**config.mk**
```make
export PLATFORM = sky130hd
export DESIGN_NAME = ctlbank_top
export DESIGN_NICKNAME = d
export VERILOG_FILES = /design/src/rtl/ctlbank_pkg.sv /design/src/rtl/ctlbank_ctrl.sv /design/src/rtl/ctlbank_dp.sv /design/src/rtl/ctlbank_top.sv
export SDC_FILE = /design/constraint.sdc
export NUM_CORES = 1
export LEC_CHECK = 0
export BUFFER_PORTS_ARGS = -buffer_cell sky130_fd_sc_hd__buf_4
export CORE_ASPECT_RATIO = 1.2
export CORE_MARGIN = 8
export CORE_UTILIZATION = 50
export CTS_CLUSTER_DIAMETER = 120
export DETAILED_ROUTE_END_ITERATION = 12
export PLACE_DENSITY = 0.71
export SLEW_MARGIN = 40
export SYNTH_ARGS = -nofsm -noshare
export SYNTH_HDL_FRONTEND = slang
export SYNTH_SLANG_ARGS = --single-unit
```
**constraint.sdc**
```tcl
create_clock -name clk -period 3.05 [get_ports clk]
set_input_delay 0.1525 -clock clk [delete_from_list [all_inputs] [get_ports clk]]
set_output_delay 0.1525 -clock clk [all_outputs]
set_load 0.05 [all_outputs]
```
**src/rtl/ctlbank_pkg.sv**
```systemverilog
package ctlbank_pkg;
  localparam int CTRL_WORDS = 7;
  localparam int DATA_W     = 32;
  localparam int HALF_W     = DATA_W / 2;
  localparam int ADDR_W     = 8;
  localparam int IDX_W      = $clog2(CTRL_WORDS);
  localparam int WIDX_W     = ADDR_W - 2;
  localparam logic [ADDR_W-1:0] STATUS_OFF = 8'h20;

  // status bit positions
  localparam int CAL_BIT = 6;
  localparam int DLL_BIT = 5;

  // field map: power word
  localparam int PWR_WORD   = 6;
  localparam int PWR_BIT    = 0;
  localparam int DLLEN_BIT  = 1;
  localparam int DRV_LSB    = 4;
  localparam int DRV_W      = 3;
  localparam logic [DRV_W-1:0] DRV_MAX     = 3'd4;
  localparam logic [DRV_W-1:0] DRV_DEFAULT = 3'd0;

  // field map: clocking word
  localparam int CLK_WORD   = 0;
  localparam int FREQ_LSB   = 12;
  localparam int FREQ_W     = 2;
  localparam int TAPEN_BIT  = 11;
  localparam int TAP_LSB    = 7;
  localparam int TAP_W      = 4;

  typedef struct packed {
    logic [CTRL_WORDS-1:0] wrHit;
    logic                  rdGo;
    logic                  rdCtrl;
    logic                  rdStatus;
    logic [IDX_W-1:0]      rdIdx;
  } bankStrobes_t;

  function automatic logic [DRV_W-1:0] legalDrive(input logic [DRV_W-1:0] code);
    return (code > DRV_MAX) ? DRV_DEFAULT : code;
  endfunction
endpackage

```
**src/rtl/ctlbank_ctrl.sv**
```systemverilog
module ctlbank_ctrl
  import ctlbank_pkg::*;
(
  input  logic [ADDR_W-1:0] busAddr,
  input  logic              busWrEn,
  input  logic              busRdEn,
  output bankStrobes_t      strobes
);
  localparam logic [WIDX_W-1:0] NUM_IDX = WIDX_W'(CTRL_WORDS);

  logic [WIDX_W-1:0]     wordIdx;
  logic                  aligned;
  logic                  ctrlHit;
  logic                  statusHit;
  logic [CTRL_WORDS-1:0] wrHitVec;

  assign wordIdx   = busAddr[ADDR_W-1:2];
  assign aligned   = (busAddr[1:0] == 2'b00);
  assign ctrlHit   = aligned && (wordIdx < NUM_IDX);
  assign statusHit = (busAddr == STATUS_OFF);

  for (genvar g = 0; g < CTRL_WORDS; g++) begin : gHit
    assign wrHitVec[g] = busWrEn && ctrlHit && (wordIdx == WIDX_W'(g));
  end

  always_comb begin
    strobes          = '0;
    strobes.wrHit    = wrHitVec;
    strobes.rdGo     = busRdEn;
    strobes.rdCtrl   = ctrlHit;
    strobes.rdStatus = statusHit;
    strobes.rdIdx    = wordIdx[IDX_W-1:0];
  end
endmodule

```
**src/rtl/ctlbank_dp.sv**
```systemverilog
module ctlbank_dp
  import ctlbank_pkg::*;
(
  input  logic               clk,
  input  logic               rstN,
  input  bankStrobes_t       strobes,
  input  logic [DATA_W-1:0]  wrWord,
  input  logic               calDone,
  input  logic               dllReady,
  output logic [DATA_W-1:0]  rdData,
  output logic               pwrUp,
  output logic               dllEnable,
  output logic [DRV_W-1:0]   driveCode,
  output logic [FREQ_W-1:0]  dllFreqSel,
  output logic               tapDlyEnable,
  output logic [TAP_W-1:0]   tapDlySel
);
  logic [CTRL_WORDS-1:0][HALF_W-1:0] ctrlWord;
  logic [HALF_W-1:0] wrMask;
  logic [HALF_W-1:0] wrVal;
  logic [DATA_W-1:0] statusWord;
  logic [DATA_W-1:0] rdNext;

  assign wrMask = wrWord[DATA_W-1:HALF_W];
  assign wrVal  = wrWord[HALF_W-1:0];

  for (genvar g = 0; g < CTRL_WORDS; g++) begin : gWord
    always_ff @(posedge clk or negedge rstN) begin
      if (!rstN)
        ctrlWord[g] <= '0;
      else if (strobes.wrHit[g])
        ctrlWord[g] <= (ctrlWord[g] & ~wrMask) | (wrVal & wrMask);
    end
  end

  always_comb begin
    statusWord          = '0;
    statusWord[CAL_BIT] = calDone;
    statusWord[DLL_BIT] = dllReady;
  end

  always_comb begin
    if (strobes.rdCtrl)
      rdNext = {{HALF_W{1'b0}}, ctrlWord[strobes.rdIdx]};
    else if (strobes.rdStatus)
      rdNext = statusWord;
    else
      rdNext = '0;
  end

  always_ff @(posedge clk or negedge rstN) begin
    if (!rstN)
      rdData <= '0;
    else if (strobes.rdGo)
      rdData <= rdNext;
  end

  assign pwrUp        = ctrlWord[PWR_WORD][PWR_BIT];
  assign dllEnable    = ctrlWord[PWR_WORD][DLLEN_BIT];
  assign driveCode    = legalDrive(ctrlWord[PWR_WORD][DRV_LSB +: DRV_W]);
  assign dllFreqSel   = ctrlWord[CLK_WORD][FREQ_LSB +: FREQ_W];
  assign tapDlyEnable = ctrlWord[CLK_WORD][TAPEN_BIT];
  assign tapDlySel    = ctrlWord[CLK_WORD][TAP_LSB +: TAP_W];
endmodule

```
**src/rtl/ctlbank_top.sv**
```systemverilog
module ctlbank_top
  import ctlbank_pkg::*;
(
  input  logic              clk,
  input  logic              rstN,
  input  logic [7:0]        busAddr,
  input  logic              busWrEn,
  input  logic [31:0]       busWrData,
  input  logic              busRdEn,
  output logic [31:0]       busRdData,
  input  logic              calDone,
  input  logic              dllReady,
  output logic              pwrUp,
  output logic              dllEnable,
  output logic [2:0]        driveCode,
  output logic [1:0]        dllFreqSel,
  output logic              tapDlyEnable,
  output logic [3:0]        tapDlySel
);
  bankStrobes_t strobes;

  ctlbank_ctrl uCtrl (
    .busAddr (busAddr),
    .busWrEn (busWrEn),
    .busRdEn (busRdEn),
    .strobes (strobes)
  );

  ctlbank_dp uDp (
    .clk          (clk),
    .rstN         (rstN),
    .strobes      (strobes),
    .wrWord       (busWrData),
    .calDone      (calDone),
    .dllReady     (dllReady),
    .rdData       (busRdData),
    .pwrUp        (pwrUp),
    .dllEnable    (dllEnable),
    .driveCode    (driveCode),
    .dllFreqSel   (dllFreqSel),
    .tapDlyEnable (tapDlyEnable),
    .tapDlySel    (tapDlySel)
  );
endmodule

```
Word-level counts from Yosys, hierarchy flattened --
Index checks and enable logic that the tools add are counted. Widths: inputs -> output; s select.
Storage, ports and cells: bits in registers 144, word-level logic and storage cells 50
Cells by class: magnitude comparators 3, equal/unequal tests 7, mux-type cells 5, bitwise operators 16, reductions and logical operators 11
Operator list (count):
- $and 16x16->16 | 8
- $or 16x16->16 | 7
- $bmux 16 s3 | 1
- $mux 32 | 1
- $eq 6x3->1 const B | 3
- $mux 16 | 1
- $not 16->16 | 1
- $eq 6x2->1 const B | 2
- $logic_and 1x1->1 | 9
- $eq 8x6->1 const B | 1
- $mux 7 | 1
- $eq 6x1->1 const B | 1
- $logic_not 6->1 | 1
- $lt 6x3->1 const B | 1
- $lt 3x4->1 const B | 1
- $gt 3x3->1 const B | 1
- $mux 3 | 1
- $logic_not 2->1 | 1

Longest topological paths before layout --
Gate-level depths: netlist of run 1.
word-level depth 4, depth in mapped cells 7, depth with buffers taken out 4

Cells and area by module --
Synthesis of run 1 repeated with hierarchy kept, for this count alone.
Unflattened totals: cell total of the unflattened synthesis 566, area, all modules 6543.8 um^2
Modules (own cells, without submodules):
- ctlbank_dp | times used 1, cells each 543, area an instance 6379.9 um^2, seq. area each 3203.1 um^2
- ctlbank_ctrl | times used 1, cells each 23, area an instance 163.9 um^2, seq. area each 0.0 um^2

Least setup slack after synthesis of run 1 --
Ideal clock, no wire load.
kind input to register, from in busAddr[1], to reg (tool-made name), arrival 1760 ps, setup slack 1163 ps, stages 6, path buffers 2, cell sequence or4_4 buf_6 nor4b_4 buf_6 nand2_1 mux2_1
RTL lines:
- start, declared | line ctlbank_top.sv:6 | input logic [7:0] busAddr,

==> results.json, run 1 <==
{
  "yosys-top-cells-count": "128 x dfrtp_1, 113 x nand2_1, 69 x mux2_1",
  "start_util_pct": 51.3,
  "grt_pass1_wl_mm": 25.6,
  "cap_violations": 0,
  "postCtsHoldBufs": 6,
  "crit_path_frequent_cell": "buf_4",
  "worstMarginPinSlew_ps": 735,
  "cts_setup_buffers": 0,
  "power_mw": 4.23,
  "min_path_type": "input port to register",
  "min_period_over_period_pct": 62.6,
  "ys.warnings.count": 0,
  "ir_drop_mv": 0.405,
  "power_density_nw_per_um2": 540,
  "drt_iter0_markers": 276,
  "cp.required_ps": 3340,
  "drt-total-wl_mm": 15.3,
  "clock_latency_ps": 410,
  "synthDominantCellAreaShare_pct": 49.1,
  "layout-drive-gt1-share_pct": 30.0,
  "numClockSinks": 128,
  "leakagePower_nw": 3.71,
  "gp_congestion": 0.801,
  "cts_tree": "built",
  "dp_hpwl_mm": 10.3,
  "crit_chain": "buf_4, or4_4, nor4_4, buf_4, nand2_1, mux2_1",
  "relSlewSlack_pct": 51.0,
  "fp.dieH_um": 141,
  "finalSetupTns_ps": 0,
  "final_max_slew_viol_count": 0,
  "start_kind": "input port",
  "nets": 668,
  "synth-seq-area-share_pct": 49.1,
  "cts.reportedPaths.clkPinSlew_ps": 50,
  "fp-row-count": 45,
  "cts_root_buf": "clkbuf_16",
  "wl_per_cell_um": 19.2,
  "cp_num_buf_inv": 2,
  "cts_resized": 0,
  "gr-total-overflow": 0,
  "fin_worst_skew_ps": 4.12,
  "fin_hold_ws_ps": 15.1,
  "antenna_found_initial": 0,
  "rsz0062_at_grt": "no",
  "io-pin-count": 90,
  "htree_levels": 4,
  "area_delta_synth_final_pct": 19.8,
  "path_max_fanout": 10,
  "seqCellArea_um2": 3200,
  "status": "completed",
  "grt_pass1_vias": 4841,
  "io_buffers": 73,
  "nFillCells": 1039,
  "drc": 0,
  "min_period_ps": 1910,
  "slowest_delay_ps": 670,
  "syn_area_per_cell_um2": 12.1,
  "multiInputGateArea_um2": 2980,
  "fmax_mhz": 523,
  "antennaDiodeCount": 0,
  "instances_no_fill": 798,
  "crit_type": "input port to register",
  "clockBufferDepth": 2,
  "postSynth.asyncResetShare_pct": 100,
  "final_core_util_pct": 61.4,
  "critPathArrivalTime_ps": 2200,
  "crit_path_end_kind": "register",
  "via_per_inst": 5.66,
  "hold_viol_final": 0,
  "synth_top_cells_by_area": "dfrtp_1 49%, mux2_1 12%, mux2_2 7.2%",
  "final-setup-viol-count": 0,
  "antenna_left": 0,
  "cts_buffers": 17,
  "synth_cell_types": 34,
  "synth_seq_cells": 128,
  "grtUsageTotal_pct": 19.0,
  "num_vias": 4520,
  "critPathSlowestCell": "or4_4",
  "grt_max_degree": 57,
  "die_area_um2": 17000,
  "cp_top_family": "simple AND/OR/NAND/NOR gates",
  "dp_cells": 761,
  "dr.pass1.iters": 5,
  "synth_area_um2": 6530,
  "core_area_um2": 12700,
  "synth_top_cell_by_area": "dfrtp_1",
  "yosysMostFrequentCell": "dfrtp_1",
  "dieWidth_um": 120,
  "synth_top_flop_cell": "dfrtp_1",
  "syn_inst": 540,
  "synth_edf_count": 0
}
-- worst paths after layout --
path	cells after the start	slack, ps	endpoint	start
setup / recovery	6	1140	register	busAddr[1]
hold / removal	2	20	register	busWrData[5]
setup reg to reg	3	1670	uDp.rdData[14]	register
hold reg to reg	1	490	register	register
max in group asynchronous	3	1840	async pin	rstN
min in group asynchronous	2	340	uDp.rdData[13]	rstN
-- layer usage --
metal	vias to the layer above	global-route usage, %	part of all wire, %
met5	-	0	0
met2	127	31.1	48
met4	0	4.35	0.85
met3	11	5.27	5.5
li1	2031	-	-
met1	2351	24.6	45
-- placed cells by master (no fill, tap or decap), types with 2 or more instances in the layout --
| master | synthesis | layout |
|---|---|---|
| dlygate4sd3_1 | 0 | 6 |
| conb_1 | 1 | 16 |
| buf_4 | 22 | 91 |
| dfrtp_1 | 128 | 128 |
| nand2b_1 | 2 | 2 |
| nor4_4 | 6 | 6 |
| o211ai_1 | 31 | 31 |
| mux4_2 | 15 | 15 |
| nand2_1 | 113 | 113 |
| mux2i_1 | 17 | 17 |
| clkbuf_16 | 0 | 17 |
| mux2_1 | 69 | 69 |
| mux2_2 | 42 | 42 |
| o21ai_0 | 13 | 13 |
| clkinvlp_4 | 0 | 3 |
| nor2b_1 | 2 | 2 |
| clkbuf_8 | 0 | 2 |
| nand3b_1 | 16 | 16 |
| nand3_1 | 3 | 3 |
| clkinv_2 | 0 | 4 |
| inv_1 | 18 | 18 |
| bufinv_16 | 0 | 4 |
| nor3b_1 | 2 | 2 |
-- layout make-up --
cell class	instances	share of cell area (%)
Tap cell	164	2.62
Sequential cell	128	41.0
Clock inverter	11	2.08
Timing Repair Buffer	97	9.51
Inverter	18	0.864
Multi-Input combinational cell	360	38.1
Clock buffer	20	5.84
-- cell families after synthesis --
logic type | share of synthesized area (%)
AO/OA/AOI/OAI | 5.41
buffers and inverters | 6.13
flip-flops | 49.1
multiplexers | 27.2
other | 0.0575
AND/OR/NAND/NOR | 12.2
-- power by group --
group | switching (mW) | internal, mW
combinational | 0.226 | 0.120
clock | 0.716 | 1.40
sequential | 0.0237 | 1.74
total | 0.966 | 3.26
-- metrics by stage --
step / cell area (um^2) / setup slack, ps
6_report: 7820 / 1140
3_3_place_gp: 7140 / 719
3_5_place_dp: 7140 / 705
5_1_grt: 7820 / 1110
4_1_cts: 7820 / 1140
2_1_floorplan: 6580 / 1160
Note: power is estimated with default switching activity, not from simulation.
==> run 2: changes to the inputs <==
- PLACE_DENSITY: 0.71 -> 0.74
- clock period: 3.05 -> 1.5 ns (I/O delays scaled with it)
==> results.json, run 2 (same netlist as run 1, synthesis figures left out) <==
{
  "status": "completed",
  "final-setup-viol-count": 0,
  "fmax_mhz": 688,
  "cp.required_ps": 1790,
  "drt-total-wl_mm": 16.1,
  "fp-row-count": 45,
  "area_delta_synth_final_pct": 26.5,
  "dr_wl_met2_mm": 8.66,
  "reg2regPathDepth": 3,
  "nFillCells": 973,
  "power_density_nw_per_um2": 1030,
  "clockBufferDepth": 2,
  "postCtsHoldBufs": 26,
  "drt-met1-wl_mm": 6.12,
  "antenna_left": 0,
  "cts_resized": 0,
  "io_buffers": 73,
  "antenna_found_initial": 0,
  "final_cell_mix": "128 x dfrtp_1, 113 x nand2_1, 106 x buf_4, 69 x mux2_1, 42 x mux2_2",
  "path_max_fanout": 8,
  "grt_max_degree": 49,
  "grt_pass1_vias": 5259,
  "start_kind": "input port",
  "clock_latency_ps": 420,
  "min_path_type": "input port to register",
  "layout-drive-gt1-share_pct": 31.6,
  "fin_worst_skew_ps": 6.82,
  "route.met3.wl_um": 920,
  "cap_violations": 0,
  "grt_pass1_wl_mm": 27.0,
  "crit_type": "input port to register",
  "final_common_cell": "dfrtp_1",
  "crit_path_end_kind": "register",
  "routed.top_layer": "met4",
  "drt_iter0_markers": 276,
  "finalSetupTns_ps": 0,
  "min_path_cells": 3,
  "drc": 0,
  "num_vias": 4720,
  "place_ws_ps": -386,
  "core_area_um2": 12700,
  "nets": 710,
  "layout_setup_ws_ps": 47.2,
  "dp_hpwl_mm": 11.4,
  "ir_drop_mv": 0.714,
  "htree_levels": 4,
  "wl_per_cell_um": 19.1,
  "hold_viol_final": 0,
  "rsz0062_at_grt": "no",
  "fin_hold_ws_ps": 12.4,
  "min_period_over_period_pct": 96.9,
  "final_max_slew_viol_count": 0,
  "cts_buffers": 17,
  "dr.pass1.iters": 4,
  "gp_congestion": 0.800,
  "cts_root_buf": "clkbuf_16",
  "leakagePower_nw": 3.93,
  "cts_tree": "built",
  "start_util_pct": 51.3,
  "fp.dieH_um": 141,
  "numClockSinks": 128,
  "grtUsageTotal_pct": 20.1,
  "dieWidth_um": 120,
  "cts.reportedPaths.clkPinSlew_ps": 60,
  "hp-start": "busWrData[22]",
  "antennaDiodeCount": 0,
  "io-pin-count": 90,
  "via_per_inst": 5.61,
  "die_area_um2": 17000,
  "critPathArrivalTime_ps": 1750,
  "min_period_ps": 1450,
  "cts_setup_buffers": 0,
  "crit_start": "busAddr[1]",
  "gr-total-overflow": 0
}
## run 2: worst paths after layout
kind,slack (ps),to
hold reg to reg,490,register
min in group asynchronous,140,async pin
hold / removal,10,register
setup / recovery,50,register
setup reg to reg,120,uDp.rdData[8]
max in group asynchronous,760,async pin
## run 2: area by class of cell
| cell class | count | area [um^2] | area share [%] |
|---|---|---|---|
| well taps | 164 | 205 | 2.49 |
| clock inverters | 14 | 168 | 2.03 |
| inverters | 18 | 67.6 | 0.819 |
| multi-input cells | 360 | 2980 | 36.2 |
| flip-flops and latches | 128 | 3200 | 38.8 |
| clock buffers | 18 | 429 | 5.20 |
| repair buffers | 139 | 1200 | 14.5 |
## run 2: layer usage
layer,vias up,global-route usage [%]
met2,145,35.7
met4,0,8.70
met5,-,0
li1,2118,-
met3,31,4.59
met1,2426,22.6
## run 2: worst max-delay path, cell delays in order
cell     delay, ps
buf_4          110
or4_4          570
buf_12         180
nor4_4         200
buf_4          210
nand2_1         80
mux2_1         330
## run 2: where the power goes
part,switching (mW),internal [mW],leakage [nW]
Clock,1.54,2.60,0.286
Combinational,0.481,0.320,1.86
Sequential,0.0489,3.54,1.78
## run 2: stage by stage
stage               cell area, um^2  std cells  power, mW  utilization [%]
floorplan                      6590        555       4.05                -
detailed placement             7400        783       4.40             58.1
global placement               7400        783       4.37             58.1
CTS                            8250        841       8.60             64.9
finish                         8250        841       8.53             64.9
global route                   8250        841       8.82             64.9
